### src/rtl/otg_irq_pkg.sv
package otg_irq_pkg;
  localparam int NUM_ST  = 7;
  localparam int NUM_EN  = 5;
  localparam int ST_LSB  = 16;
  localparam int EN_LSB  = 24;
  localparam int NUM_IN  = 6;

  // status bit indices inside the status vector
  localparam int IDX_ID    = 0;
  localparam int IDX_AVBUS = 1;
  localparam int IDX_ASESS = 2;
  localparam int IDX_BSESS = 3;
  localparam int IDX_BEND  = 4;
  localparam int IDX_TICK  = 5;
  localparam int IDX_PULSE = 6;

  localparam logic [1:0] MODE_HOST = 2'b11;

  typedef struct packed {
    logic [NUM_ST-1:0] setMask;
    logic [NUM_ST-1:0] clrMask;
    logic              enLoad;
    logic [NUM_EN-1:0] enVal;
  } otgStrobes_t;
endpackage

### src/rtl/otg_sync_edge.sv
module otg_sync_edge #(
  parameter int SYNC_STAGES = 2
) (
  input  logic clk,
  input  logic rstN,
  input  logic din,
  output logic lvl,
  output logic prevLvl
);
  logic [SYNC_STAGES-1:0] chain;

  always_ff @(posedge clk or negedge rstN) begin
    if (!rstN) begin
      chain   <= '0;
      prevLvl <= 1'b0;
    end else begin
      chain   <= {chain[SYNC_STAGES-2:0], din};
      prevLvl <= chain[SYNC_STAGES-1];
    end
  end

  assign lvl = chain[SYNC_STAGES-1];
endmodule

### src/rtl/otg_irq_ctrl.sv
module otg_irq_ctrl
  import otg_irq_pkg::*;
#(
  parameter int CLK_HZ      = 60_000_000,
  parameter int SYNC_STAGES = 2
) (
  input  logic              clk,
  input  logic              rstN,
  input  logic              regWe,
  input  logic [31:0]       regWdata,
  input  logic [NUM_IN-1:0] rawIn,
  input  logic [1:0]        ctrlMode,
  input  logic              portPowerOn,
  output otgStrobes_t       strb
);
  localparam int TICK_DIV = CLK_HZ / 1000;
  localparam int TICK_W   = (TICK_DIV > 1) ? $clog2(TICK_DIV) : 1;
  localparam int ARM_MAX  = SYNC_STAGES + 1;
  localparam int ARM_W    = $clog2(ARM_MAX + 1);

  logic [NUM_IN-1:0] lvl;
  logic [NUM_IN-1:0] prevLvl;
  logic [ARM_W-1:0]  armCnt;
  logic              armed;
  logic [TICK_W-1:0] tickCnt;
  logic              tick;
  logic              hostOk;
  logic [NUM_IN-1:0] chg;
  logic [NUM_IN-1:0] rise;

  for (genvar i = 0; i < NUM_IN; i++) begin : gSync
    otg_sync_edge #(.SYNC_STAGES(SYNC_STAGES)) uSync (
      .clk    (clk),
      .rstN   (rstN),
      .din    (rawIn[i]),
      .lvl    (lvl[i]),
      .prevLvl(prevLvl[i])
    );
  end

  // edge detection held off until chain and previous value hold real samples
  always_ff @(posedge clk or negedge rstN) begin
    if (!rstN)                         armCnt <= '0;
    else if (armCnt != ARM_W'(ARM_MAX)) armCnt <= armCnt + 1'b1;
  end
  assign armed = (armCnt == ARM_W'(ARM_MAX));

  always_comb begin
    chg  = armed ? (lvl ^ prevLvl)  : '0;
    rise = armed ? (lvl & ~prevLvl) : '0;
  end

  always_ff @(posedge clk or negedge rstN) begin
    if (!rstN)                                tickCnt <= '0;
    else if (tickCnt == TICK_W'(TICK_DIV - 1)) tickCnt <= '0;
    else                                      tickCnt <= tickCnt + 1'b1;
  end
  assign tick = (tickCnt == TICK_W'(TICK_DIV - 1));

  assign hostOk = (ctrlMode == MODE_HOST) && !portPowerOn;

  logic unusedWr;
  assign unusedWr = ^{regWdata[31:29], regWdata[23], regWdata[15:0]};

  always_comb begin
    strb                    = '0;
    strb.setMask[IDX_ID]    = chg[0];
    strb.setMask[IDX_AVBUS] = chg[1];
    strb.setMask[IDX_ASESS] = chg[2];
    strb.setMask[IDX_BSESS] = chg[3];
    strb.setMask[IDX_BEND]  = rise[4];
    strb.setMask[IDX_TICK]  = tick;
    strb.setMask[IDX_PULSE] = rise[5] && hostOk;
    strb.clrMask            = regWe ? regWdata[ST_LSB +: NUM_ST] : '0;
    strb.enLoad             = regWe;
    strb.enVal              = regWdata[EN_LSB +: NUM_EN];
  end

  // independent cycle count between ticks for R5
  logic [TICK_W-1:0] chkCnt;
  always_ff @(posedge clk or negedge rstN) begin
    if (!rstN)                        chkCnt <= '0;
    else if (strb.setMask[IDX_TICK])  chkCnt <= '0;
    else                              chkCnt <= chkCnt + 1'b1;
  end

  a_r5_tick_period: assert property (@(posedge clk) disable iff (!rstN)
    strb.setMask[IDX_TICK] |-> (chkCnt == TICK_W'(TICK_DIV - 1)));

  a_r4_end_on_rise: assert property (@(posedge clk) disable iff (!rstN)
    strb.setMask[IDX_BEND] |-> $rose(lvl[4]));

  a_r6_pulse_gated: assert property (@(posedge clk) disable iff (!rstN)
    strb.setMask[IDX_PULSE] |-> (ctrlMode == MODE_HOST && !portPowerOn));

  a_r1_quiet_until_armed: assert property (@(posedge clk) disable iff (!rstN)
    !armed |-> (strb.setMask[IDX_BEND:IDX_ID] == '0));
endmodule

### src/rtl/otg_irq_dp.sv
module otg_irq_dp
  import otg_irq_pkg::*;
#(
  parameter bit TIMER_IRQ_EN = 1'b1,
  parameter bit PULSE_IRQ_EN = 1'b1
) (
  input  logic        clk,
  input  logic        rstN,
  input  otgStrobes_t strb,
  output logic [31:0] regRdata,
  output logic        irq
);
  logic [NUM_ST-1:0] stat;
  logic [NUM_EN-1:0] enab;
  logic [NUM_ST-1:0] effEn;

  // set beats clear so a coincident event is kept
  always_ff @(posedge clk or negedge rstN) begin
    if (!rstN) stat <= '0;
    else       stat <= (stat & ~strb.clrMask) | strb.setMask;
  end

  always_ff @(posedge clk or negedge rstN) begin
    if (!rstN)            enab <= '0;
    else if (strb.enLoad) enab <= strb.enVal;
  end

  assign effEn = {PULSE_IRQ_EN, TIMER_IRQ_EN, enab};
  assign irq   = |(stat & effEn);

  always_comb begin
    regRdata                    = '0;
    regRdata[ST_LSB +: NUM_ST]  = stat;
    regRdata[EN_LSB +: NUM_EN]  = enab;
  end

  a_r7_clear_takes: assert property (@(posedge clk) disable iff (!rstN)
    |(strb.clrMask & ~strb.setMask) |=>
      ((stat & $past(strb.clrMask & ~strb.setMask)) == '0));

  a_r8_set_wins: assert property (@(posedge clk) disable iff (!rstN)
    |strb.setMask |=> ((stat & $past(strb.setMask)) == $past(strb.setMask)));

  a_r7_sticky: assert property (@(posedge clk) disable iff (!rstN)
    (strb.clrMask == '0 && strb.setMask == '0) |=> $stable(stat));
endmodule

### src/rtl/otg_irq_reg.sv
module otg_irq_reg
  import otg_irq_pkg::*;
#(
  parameter int CLK_HZ       = 60_000_000,
  parameter int SYNC_STAGES  = 2,
  parameter bit TIMER_IRQ_EN = 1'b1,
  parameter bit PULSE_IRQ_EN = 1'b1
) (
  input  logic        clk,
  input  logic        rstN,
  input  logic        regWe,
  input  logic [31:0] regWdata,
  output logic [31:0] regRdata,
  input  logic        idPin,
  input  logic        aVbusVld,
  input  logic        aSessVld,
  input  logic        bSessVld,
  input  logic        bSessEnd,
  input  logic        dataPulse,
  input  logic [1:0]  ctrlMode,
  input  logic        portPowerOn,
  output logic        irq
);
  otgStrobes_t strb;

  otg_irq_ctrl #(.CLK_HZ(CLK_HZ), .SYNC_STAGES(SYNC_STAGES)) uCtrl (
    .clk        (clk),
    .rstN       (rstN),
    .regWe      (regWe),
    .regWdata   (regWdata),
    .rawIn      ({dataPulse, bSessEnd, bSessVld, aSessVld, aVbusVld, idPin}),
    .ctrlMode   (ctrlMode),
    .portPowerOn(portPowerOn),
    .strb       (strb)
  );

  otg_irq_dp #(.TIMER_IRQ_EN(TIMER_IRQ_EN), .PULSE_IRQ_EN(PULSE_IRQ_EN)) uDp (
    .clk     (clk),
    .rstN    (rstN),
    .strb    (strb),
    .regRdata(regRdata),
    .irq     (irq)
  );

  a_r10_irq_needs_status: assert property (@(posedge clk) disable iff (!rstN)
    irq |-> (regRdata[ST_LSB +: NUM_ST] != '0));

  a_r9_reserved_zero: assert property (@(posedge clk) disable iff (!rstN)
    (regRdata[15:0] == '0) && !regRdata[23] && (regRdata[31:29] == '0));
endmodule

### config.mk
export PLATFORM = sky130hd
export DESIGN_NAME = otg_irq_reg
export DESIGN_NICKNAME = d
export VERILOG_FILES = /design/src/rtl/otg_irq_pkg.sv /design/src/rtl/otg_sync_edge.sv /design/src/rtl/otg_irq_ctrl.sv /design/src/rtl/otg_irq_dp.sv /design/src/rtl/otg_irq_reg.sv
export SDC_FILE = /design/constraint.sdc
export NUM_CORES = 1
export LEC_CHECK = 0
export ABC_AREA = 1
export BUFFER_PORTS_ARGS = -buffer_cell sky130_fd_sc_hd__buf_2
export CORE_ASPECT_RATIO = 1.2
export CORE_MARGIN = 4
export CORE_UTILIZATION = 30
export CTS_CLUSTER_DIAMETER = 30
export DETAILED_ROUTE_END_ITERATION = 10
export GPL_TIMING_DRIVEN = 0
export PLACE_DENSITY = 0.57
export SYNTH_ARGS = -nofsm -noshare
export SYNTH_HDL_FRONTEND = slang
export SYNTH_SLANG_ARGS = --single-unit
### constraint.sdc
create_clock -name clk -period 2.9 [get_ports clk]
set_clock_uncertainty 0.2 [all_clocks]
set_input_delay 0.145 -clock clk [delete_from_list [all_inputs] [get_ports clk]]
set_output_delay 0.145 -clock clk [all_outputs]
set_load 0.1 [all_outputs]
### Yosys cells after proc, flatten, opt, wreduce, memory -nomap -nowiden

Cells that the tools add are included.

| storage, ports and cells | value |
|---|---|
| logic and storage cells | 37 |
| input bits | 44 |
| register bits | 48 |
| output and inout bits | 33 |

| operators by class | value |
|---|---|
| bitwise operators | 7 |
| $add $sub $neg | 2 |
| mux-type cells | 4 |
| reduce and logical (&&, ||, !) cells | 4 |
| eq/ne operators | 4 |

Operators with widths:

| kind | number |
|---|---|
| adder 16 x 1 -> 16 bit, second input constant | 1 |
| == test 16 bit, second input constant | 1 |
| two-way mux 16 bit | 1 |
| bitwise AND 7 bit | 2 |
| two-way mux 7 bit | 1 |
| NOT 7 bit | 1 |
| OR 7 bit | 1 |
| OR reduction 7 bit | 1 |
| bitwise AND 6 bit | 1 |
| two-way mux 6 bit | 1 |
| NOT 6 bit | 1 |
| == test 2 bit, second input constant | 2 |
| two-way mux 4 bit | 1 |
| bitwise XOR 4 bit | 1 |
| adder 2 x 1 -> 2 bit, second input constant | 1 |
| logical AND 1 bit | 2 |
| inequality test 2 bit, second input constant | 1 |
| zero test 1 bit | 1 |

### Depth between registers and ports, before layout

Gate-level depths: netlist of run 1.

| logic depth | value |
|---|---|
| depth in word-level cells | 5 |
| depth in mapped cells | 8 |
| gate-level depth less buffers | 8 |

### Hierarchy

A second synthesis of run 1 with hierarchy kept.

| second synthesis, totals | value |
|---|---|
| cell total of the unflattened synthesis | 269 |
| area, all modules | 2339.7 um^2 |

By module, submodules not included:

| module | area each (um^2) | seq. area each (um^2) | instances | cells each |
|---|---|---|---|---|
| otg_irq_ctrl | 1237.4 | 450.4 | 1 | 177 |
| otg_irq_dp | 651.9 | 300.3 | 1 | 74 |
| otg_sync_edge | 75.1 | 75.1 | 6 | 3 |

### Worst setup path before layout of run 1

OpenSTA, ideal clock, no wires.

| timing | value |
|---|---|
| kind | register to output |
| start | register uDp.stat[3] |
| end | output port irq |
| arrival time | 1.950 ns |
| data required time | 2.555 ns |
| stages on the path, launching flop included | 5 |
| slack | 0.605 ns |
| path buffers | 0 |
| cell sequence | dfrtp_1 > inv_1 > o21ai_0 > nor2_1 > nand3_1 |

| on the way | value |
|---|---|
| word-level cells in the longest chain between the ends | 2 |

Ends and longest elaborated chain:

| what | line | RTL |
|---|---|---|
| start, declared | otg_irq_dp.sv:13 | `logic [NUM_ST-1:0] stat;` |
| start signal, assigned | otg_irq_dp.sv:20 | `else stat <= (stat & ~strb.clrMask) \| strb.setMask;` |
| bitwise AND 7 bit | otg_irq_dp.sv:29 | `assign irq = \|(stat & effEn);` |
| OR reduction 7 bit | otg_irq_dp.sv:29 |  |
| end, declared | otg_irq_reg.sv:22 | `output logic irq` |

Every way passes these cells.

### Worst setup path in the final report of run 1

| timing | value |
|---|---|
| start | input port portPowerOn |
| end | register uDp.stat[6] |

| on the way | value |
|---|---|
| word-level cells in the longest chain between the ends | 4 |

Ends and longest elaborated chain:

| what | line | RTL |
|---|---|---|
| start, declared | otg_irq_reg.sv:21 | `input logic portPowerOn,` |
| zero test 1 bit | otg_irq_ctrl.sv:60 | `assign hostOk = (ctrlMode == MODE_HOST) && !portPowerOn;` |
| logical AND 1 bit | otg_irq_ctrl.sv:60 |  |
| logical AND 1 bit | otg_irq_ctrl.sv:73 | `strb.setMask[IDX_PULSE] = rise[5] && hostOk;` |
| OR 7 bit | otg_irq_dp.sv:20 |  |

Every way passes these cells.
A chain may end at the register's enable or synchronous reset.

==> results of run 1 <==
## sequential cells by signal, summed over array words and instances, names as in the netlist
| register | count |
|---|---|
| uCtrl.gSync.uSync.chain | 12 |
| uDp.stat | 7 |
| uCtrl.armCnt | 2 |
| uCtrl.tickCnt | 16 |
| uDp.enab | 5 |
| uCtrl.gSync.uSync.prevLvl | 6 |
## power breakdown
| part | switching, mW | internal, mW |
|---|---|---|
| sequential | 0.0153 | 0.695 |
| combinational | 0.277 | 0.0789 |
| clock | 0.229 | 0.260 |
| total | 0.521 | 1.03 |
## cell type report
class,instances,area [um2]
Fill cell,672,4040
Clock inverter,3,46.3
Buffer,21,155
Sequential cell,48,1200
Inverter,30,116
Tap cell,87,109
Clock buffer,5,68.8
Multi-Input combinational cell,153,756
Timing Repair Buffer,58,400
## worst paths after layout
kind                                          startpoint                            end  slack (ns)  cells past startpoint
setup / recovery                             portPowerOn                    uDp.stat[6]        0.67                      7
hold / removal                              regWdata[17]                    uDp.stat[1]        0.02                      3
setup reg to reg           uCtrl.gSync[5].uSync.chain[1]                    uDp.stat[6]        0.82                      4
hold reg to reg            uCtrl.gSync[5].uSync.chain[0]  uCtrl.gSync[5].uSync.chain[1]        0.15                      0
max in group asynchronous                           rstN               uCtrl.tickCnt[4]        1.48                      2
min in group asynchronous                           rstN  uCtrl.gSync[1].uSync.chain[0]        0.39                      2
## metal layers
layer	up-vias	wire length [um]	global-route usage (%)
met5	-	0	0
met4	0	56	4.14
met3	4	219	2.04
met2	37	2100	18.8
met1	752	1830	12.7
li1	850	-	-
## metrics by stage
step,std cells,utilization (%)
after floorplan,252,-
final,405,41.4
after CTS,405,41.4
after global placement,375,36.5
after global routing,405,41.4
after detailed placement,375,36.5
## layout by cell type (no fill, tap or decap)
cell type,n
a21oi_1,4
a22o_1,1
a31o_2,2
buf_2,37
buf_4,20
bufinv_16,1
clkbuf_8,5
clkinv_2,1
clkinvlp_4,1
conb_1,20
dfrtp_1,48
dlygate4sd3_1,22
ha_1,2
inv_1,27
inv_2,1
inv_4,1
inv_6,1
mux2_2,3
nand2_1,50
nand2_2,4
nand3_1,8
nand3b_1,1
nand4_1,4
nor2_1,25
nor2_2,8
o21ai_0,6
o21ai_1,2
o21bai_1,1
o31ai_1,1
or2_2,2
xnor2_1,4
xor2_1,5
## logic make-up (layout without fill, tap and decap cells)
| logic type | Yosys count | in the layout | share of synthesized area (%) |
|---|---|---|---|
| AND/OR/NAND/NOR | 102 | 102 | 20.5 |
| buffers and inverters | 51 | 117 | 12.6 |
| flip-flops | 48 | 48 | 55.7 |
| AO/OA/AOI/OAI | 17 | 17 | 4.70 |
| XOR/XNOR | 9 | 9 | 3.65 |
| multiplexers | 3 | 3 | 1.57 |
| adder cells (fa/ha/maj) | 2 | 2 | 1.16 |
| other | 1 | 20 | 0.174 |
## worst min-delay path, cell delays in order
cell and delay (ns):
buf_2 0.07, a21oi_1 0.06, a31o_2 0.20
## timing repair
item	CTS	global route
gates resized for setup	0	0
endpoints found under the setup margin	0	0
hold endpoints to repair	64	0
hold buffers	22	0
==> reports/metrics.yaml, run 1 <==
global_routing:
  grt_pass1_vias: 1704
  grt_start_max_net_pins: 49
  track_usage_pct: 10.6
  grt_overflow: 0
  antenna_found_initial: 0
  grt_pass1_wl_um: 7360
setup_path:
  path_cells: "dlygate4sd3_1 -> buf_2 -> inv_1 -> nand4_1 -> dlygate4sd3_1 -> o31ai_1 -> dlygate4sd3_1"
  slowest_delay_ns: 0.58
  crit_path_max_fanout: 1
  critical_path_class: "primary input to flip-flop"
  crit_path_frequent_cell: "dlygate4sd3_1"
  endpoint_kind: "flip-flop"
  worst_ep_required_time_ns: 2.94
  slowest_stage: "dlygate4sd3_1"
  path_buf_inv: 5
  worstPathArrival_ns: 2.27
  critPathLaunchType: "primary input"
  critPathTopFamily: "buffers and inverters"
synthesis:
  async_flop_share_pct: 100
  syn_area_mm2: 0.00216
  yosysWarnings: 0
  synth_area_leader_cell: "dfrtp_1"
  syn_area_per_cell_um2: 9.26
  synth-edff-count: 0
  synthDistinctLibCells: 27
  synth.area.top_cells: "dfrtp_1, nand2_1, buf_4"
  syn_inst: 233
  yosysTopAreaCellShare_pct: 55.7
  ys_ff_latch: 48
  synthMostInstantiatedCell: "nand2_1"
  seq_area_frac_synth_pct: 55.7
  ys_dominant_reg_cell: "dfrtp_1"
  synthTopCellsByCount: "nand2_1, dfrtp_1, inv_1"
floorplanning:
  core_area_mm2: 0.00690
  pin_count: 77
  start_util_pct: 31.3
  num_rows: 33
  die_w_um: 85.4
  die_area_mm2: 0.00862
  dieHeight_um: 101
clock_tree:
  worstSkewPairLatency_ns: 0.30
  cts_root_buffer: "clkbuf_8"
  cts_tree: "built"
  htree_levels: 2
  path_clk_slew_ns: 0.09
  post-cts-setup-buffers: 0
  cts_buffers: 5
  clock_path_buffers: 2
  clock-sinks: 48
run:
  maxCapViolCount: 0
place:
  dp_hpwl_um: 3110
  dpl-instance-area_mm2: 0.00252
  pre_cts_ws_ns: 1.34
  gp_congestion: 0.819
  port_buffers: 36
sta:
  finalSetupTns_ns: 0
  max_freq_mhz: 449
  holdWs_ns: 0.0183
  worst_slew_pin_slew_ns: 1.05
  rsz0062_at_grt: "false"
  finalSetupViolations: 0
  final.period_utilization_pct: 76.8
  post-route-min-period_ns: 2.23
  slew_headroom_pct: 30.3
  setup_ws_ns: 0.674
  final_hold_viol_count: 0
  slew_violations: 0
route:
  antenna_left: 0
  drc: 0
  routed-via-count: 1643
  drt_iter0_drc: 18
  dr.pass1.iters: 4
  drt-total-wl_um: 4210
  wire_per_inst_um: 10.4
  vias_per_cell: 4.06
layout:
  num_antenna_cells: 0
  fin_nets: 363
  area_growth_pct: 32.3
  drive_gt1_share_pct: 27.4
  stdcell_area_mm2: 0.00285
power:
  p_leak_nw: 1.51
  power_per_cell_area_mw_per_mm2: 545
  max-vdd-ir-drop_mv: 0.317
  power_mw: 1.55
min_path:
  hp-class: "primary input to flip-flop"
outcome:
  run_status: "finished, final reports clean"
No activity file was read; power rests on OpenSTA's default activity.
==> inputs of run 2 (changes only) <==
--- a/config.mk
+++ b/config.mk
@@ -5,7 +5,7 @@
 export SDC_FILE = /design/constraint.sdc
 export NUM_CORES = 1
 export LEC_CHECK = 0
-export ABC_AREA = 1
+export ABC_AREA = 0
 export BUFFER_PORTS_ARGS = -buffer_cell sky130_fd_sc_hd__buf_2
 export CORE_ASPECT_RATIO = 1.2
 export CORE_MARGIN = 4
@@ -13,7 +13,7 @@
 export CTS_CLUSTER_DIAMETER = 30
 export DETAILED_ROUTE_END_ITERATION = 10
 export GPL_TIMING_DRIVEN = 0
-export PLACE_DENSITY = 0.57
+export PLACE_DENSITY = 0.59
 export SYNTH_ARGS = -nofsm -noshare
 export SYNTH_HDL_FRONTEND = slang
 export SYNTH_SLANG_ARGS = --single-unit
==> constraint.sdc (replaced) <==
create_clock -name clk -period 2 [get_ports clk]
set_clock_uncertainty 0.2 [all_clocks]
set_input_delay 0.1 -clock clk [delete_from_list [all_inputs] [get_ports clk]]
set_output_delay 0.1 -clock clk [all_outputs]
set_load 0.1 [all_outputs]
==> reports/metrics.yaml, run 2 <==
outcome:
  run_status: "finished, final reports clean"  # unchanged
synthesis:
  synth.area.top_cells: "dfrtp_1, buf_4, xor2_1"  # was dfrtp_1, nand2_1, buf_4
  synthMostInstantiatedCell: "dfrtp_1"  # was nand2_1
  ys_ff_latch: 48  # unchanged
  async_flop_share_pct: 100  # unchanged
  synth_area_leader_cell: "dfrtp_1"  # unchanged
  syn_inst: 159  # was 233
  syn_area_per_cell_um2: 12.7  # was 9.26 um2
  seq_area_frac_synth_pct: 59.3  # was 55.7%
  syn_area_mm2: 0.00203  # was 0.00216 mm2
  synthDistinctLibCells: 35  # was 27
  synth-edff-count: 0  # unchanged
  synthTopCellsByCount: "dfrtp_1, buf_4, nand2_1"  # was nand2_1, dfrtp_1, inv_1
  ys_dominant_reg_cell: "dfrtp_1"  # unchanged
  yosysTopAreaCellShare_pct: 59.3  # was 55.7%
  yosysWarnings: 0  # unchanged
layout:
  final_common_cell: "dfrtp_1"  # was nand2_1
  layout_common_cells: "dfrtp_1, buf_2, dlygate4sd3_1"  # was nand2_1, dfrtp_1, buf_2
  largest-register: "uCtrl.tickCnt"  # unchanged
  postLayoutCoreUtil_pct: 41.9  # was 41.4%
  reg_top3: "uCtrl.tickCnt x16, uCtrl.gSync.uSync.chain x12, uDp.stat x7"  # unchanged
  area_growth_pct: 34.1  # was 32.3%
  largest_reg_flops: 16  # unchanged
  fin_cells: 330  # was 405
  drive_gt1_share_pct: 32.7  # was 27.4%
  num_antenna_cells: 0  # unchanged
  fin_nets: 290  # was 363
  fill_cells: 631  # was 672
place:
  port_buffers: 36  # unchanged
  gp_congestion: 0.735  # was 0.819
  dp_hpwl_um: 2490  # was 3110 um
  placed_cells: 299  # was 375
  pre_cts_ws_ns: 0.287  # was 1.34 ns
sta:
  finalSetupViolations: 0  # unchanged
  max_freq_mhz: 580
  slew_headroom_pct: 31.8  # was 30.3%
  worst_slew_pin_slew_ns: 1.02  # was 1.05 ns
  final_hold_viol_count: 0  # unchanged
  rsz0062_at_grt: "false"  # unchanged
  finalSetupTns_ns: 0  # unchanged
  final.period_utilization_pct: 86.3
  setup_ws_ns: 0.274  # was 0.674 ns
  post-route-min-period_ns: 1.73
  slew_violations: 0  # unchanged
setup_path:
  slowest_delay_ns: 0.42  # was 0.58 ns
  worst_ep_required_time_ns: 1.99  # was 2.94 ns
  slowest_stage: "dfrtp_1"  # was dlygate4sd3_1
  r2r-end: "uDp.stat[5]"  # was uDp.stat[6]
  r2r-start: "uCtrl.tickCnt[0]"  # was uCtrl.gSync[5].uSync.chain[1]
  critPathLaunchType: "flip-flop"  # was primary input
  reg2reg_depth: 5  # was 4
  worstPathArrival_ns: 1.72  # was 2.27 ns
  critical_path_class: "flip-flop to flip-flop"  # was primary input to flip-flop
  endpoint_kind: "flip-flop"  # unchanged
  crit_path_frequent_cell: "and4_1"  # was dlygate4sd3_1
  crit_path_max_fanout: 10  # was 1
  rrSetupSlack_ns: 0.27  # was 0.82 ns
  path_cells: "ha_1 -> and4_1 -> and4_1 -> buf_4 -> a21o_1"  # was dlygate4sd3_1 -> buf_2 -> inv_1 -> nand4_1 -> dlygate4sd3_1 -> o31ai_1 -> dlygate4sd3_1
route:
  routed-via-count: 1292  # was 1643
  drt_iter0_drc: 40  # was 18
  wire_per_inst_um: 10.8  # was 10.4 um
  drc: 0  # unchanged
  antenna_left: 0  # unchanged
  vias_per_cell: 3.92  # was 4.06
  dr.pass1.iters: 3  # was 4
  drt-total-wl_um: 3560  # was 4210 um
floorplanning:
  start_util_pct: 31.2  # was 31.3%
  num_rows: 32  # was 33
  core_area_mm2: 0.00649  # was 0.00690 mm2
  dieHeight_um: 98.0  # was 101 um
  pin_count: 77  # unchanged
  die_area_mm2: 0.00814  # was 0.00862 mm2
  die_w_um: 83.0  # was 85.4 um
power:
  power_mw: 2.15  # was 1.55 mW
  max-vdd-ir-drop_mv: 0.274  # was 0.317 mV
  p_leak_nw: 1.30  # was 1.51 nW
  power_per_cell_area_mw_per_mm2: 793  # was 545 mW/mm2
clock_tree:
  cts_buffers: 5  # unchanged
  clock_path_buffers: 2  # unchanged
  worstSkewPairLatency_ns: 0.29  # was 0.30 ns
  htree_levels: 2  # unchanged
  cts.repair.resized: 0  # unchanged
  cts_root_buffer: "clkbuf_8"  # unchanged
  clock-sinks: 48  # unchanged
  post-cts-setup-buffers: 0  # unchanged
  cts_tree: "built"  # unchanged
  hold_buffers: 23  # was 22
  path_clk_slew_ns: 0.08  # was 0.09 ns
min_path:
  min_to: "uDp.stat[6]"  # was uDp.stat[1]
  hold-path-cell-count: 3  # unchanged
  min_from: "ctrlMode[1]"  # was regWdata[17]
  hp-class: "primary input to flip-flop"  # unchanged
global_routing:
  track_usage_pct: 9.48  # was 10.6%
  grt_pass1_vias: 1258  # was 1704
  grt_pass1_wl_um: 6210  # was 7360 um
  grt_overflow: 0  # unchanged
  antenna_found_initial: 0  # unchanged
  grt_start_max_net_pins: 49  # unchanged
run:
  maxCapViolCount: 0  # unchanged
## run 2: cell count changes after synthesis, moves of 5 or more
cell / before / now
nor2_2: 8 / 2
nor2_1: 25 / 9
inv_1: 27 / 3
o21ai_0: 6 / 1
xor2_1: 5 / 10
nand2_1: 50 / 12
## run 2: area by class of cell
class	count	area, um2	area share (%)
timing repair buffer	59	410	15.1
buffer	23	165	6.08
sequential	48	1200	44.2
clock buffer	6	82.6	3.04
multi-input combinational	104	726	26.7
tap	85	106	3.91
clock inverter	2	15.0	0.552
inverter	3	11.3	0.414
## run 2: how the worst max path moves through the flow
stage	endpoint	depth (start not counted)	startpoint
final	uDp.stat[5]	5	uCtrl.tickCnt[0]
after floorplan	irq	2	uDp.stat[5]
after global placement	uDp.stat[5]	5	uCtrl.tickCnt[0]
after CTS	irq	3	uDp.enab[0]
after global routing	irq	3	uDp.enab[0]
after detailed placement	uDp.stat[5]	5	uCtrl.tickCnt[0]
## run 2: kinds of logic after synthesis
| family | synth area share, % |
|---|---|
| compound gates | 3.95 |
| xor+xnor | 7.78 |
| mux | 3.83 |
| other cells | 0.185 |
| flops | 59.3 |
| buf+inv | 8.70 |
| fa+ha+maj | 1.23 |
| simple gates | 15.1 |
## run 2: power breakdown
| part | switching [mW] | total (mW) | internal, mW |
|---|---|---|---|
| logic | 0.407 | 0.525 | 0.118 |
| clock network | 0.316 | 0.596 | 0.280 |
| registers | 0.0228 | 1.03 | 1.01 |
| total | 0.746 | 2.15 | 1.41 |
## run 2: metrics by stage
stage               hold WS, ns  cell area, um2
floorplan                -0.396            2100
global placement        0.00764            2390
detailed placement       0.0123            2390
CTS                      0.0764            2720
global route              0.107            2720
finish                   0.0817            2720
## run 2: worst max-delay path: cells and delay by family (launching register included)
kind / cells / cell delay (ns)
buffers and inverters: 1 / 0.18
AND/OR/NAND/NOR: 2 / 0.42
adder cells (fa/ha/maj): 1 / 0.26
AO/OA/AOI/OAI: 1 / 0.15
flip-flops: 1 / 0.42
## run 2: metal layers
layer / track usage, % / part of all wire, % / routed length, um / vias to the layer above
met2: 14.4 / 47 / 1690 / 32
met1: 12.0 / 45 / 1600 / 587
li1: - / - / - / 667
met3: 3.04 / 5.1 / 182 / 6
met4: 5.28 / 2.4 / 87 / 0
met5: 0 / 0 / 0 / -
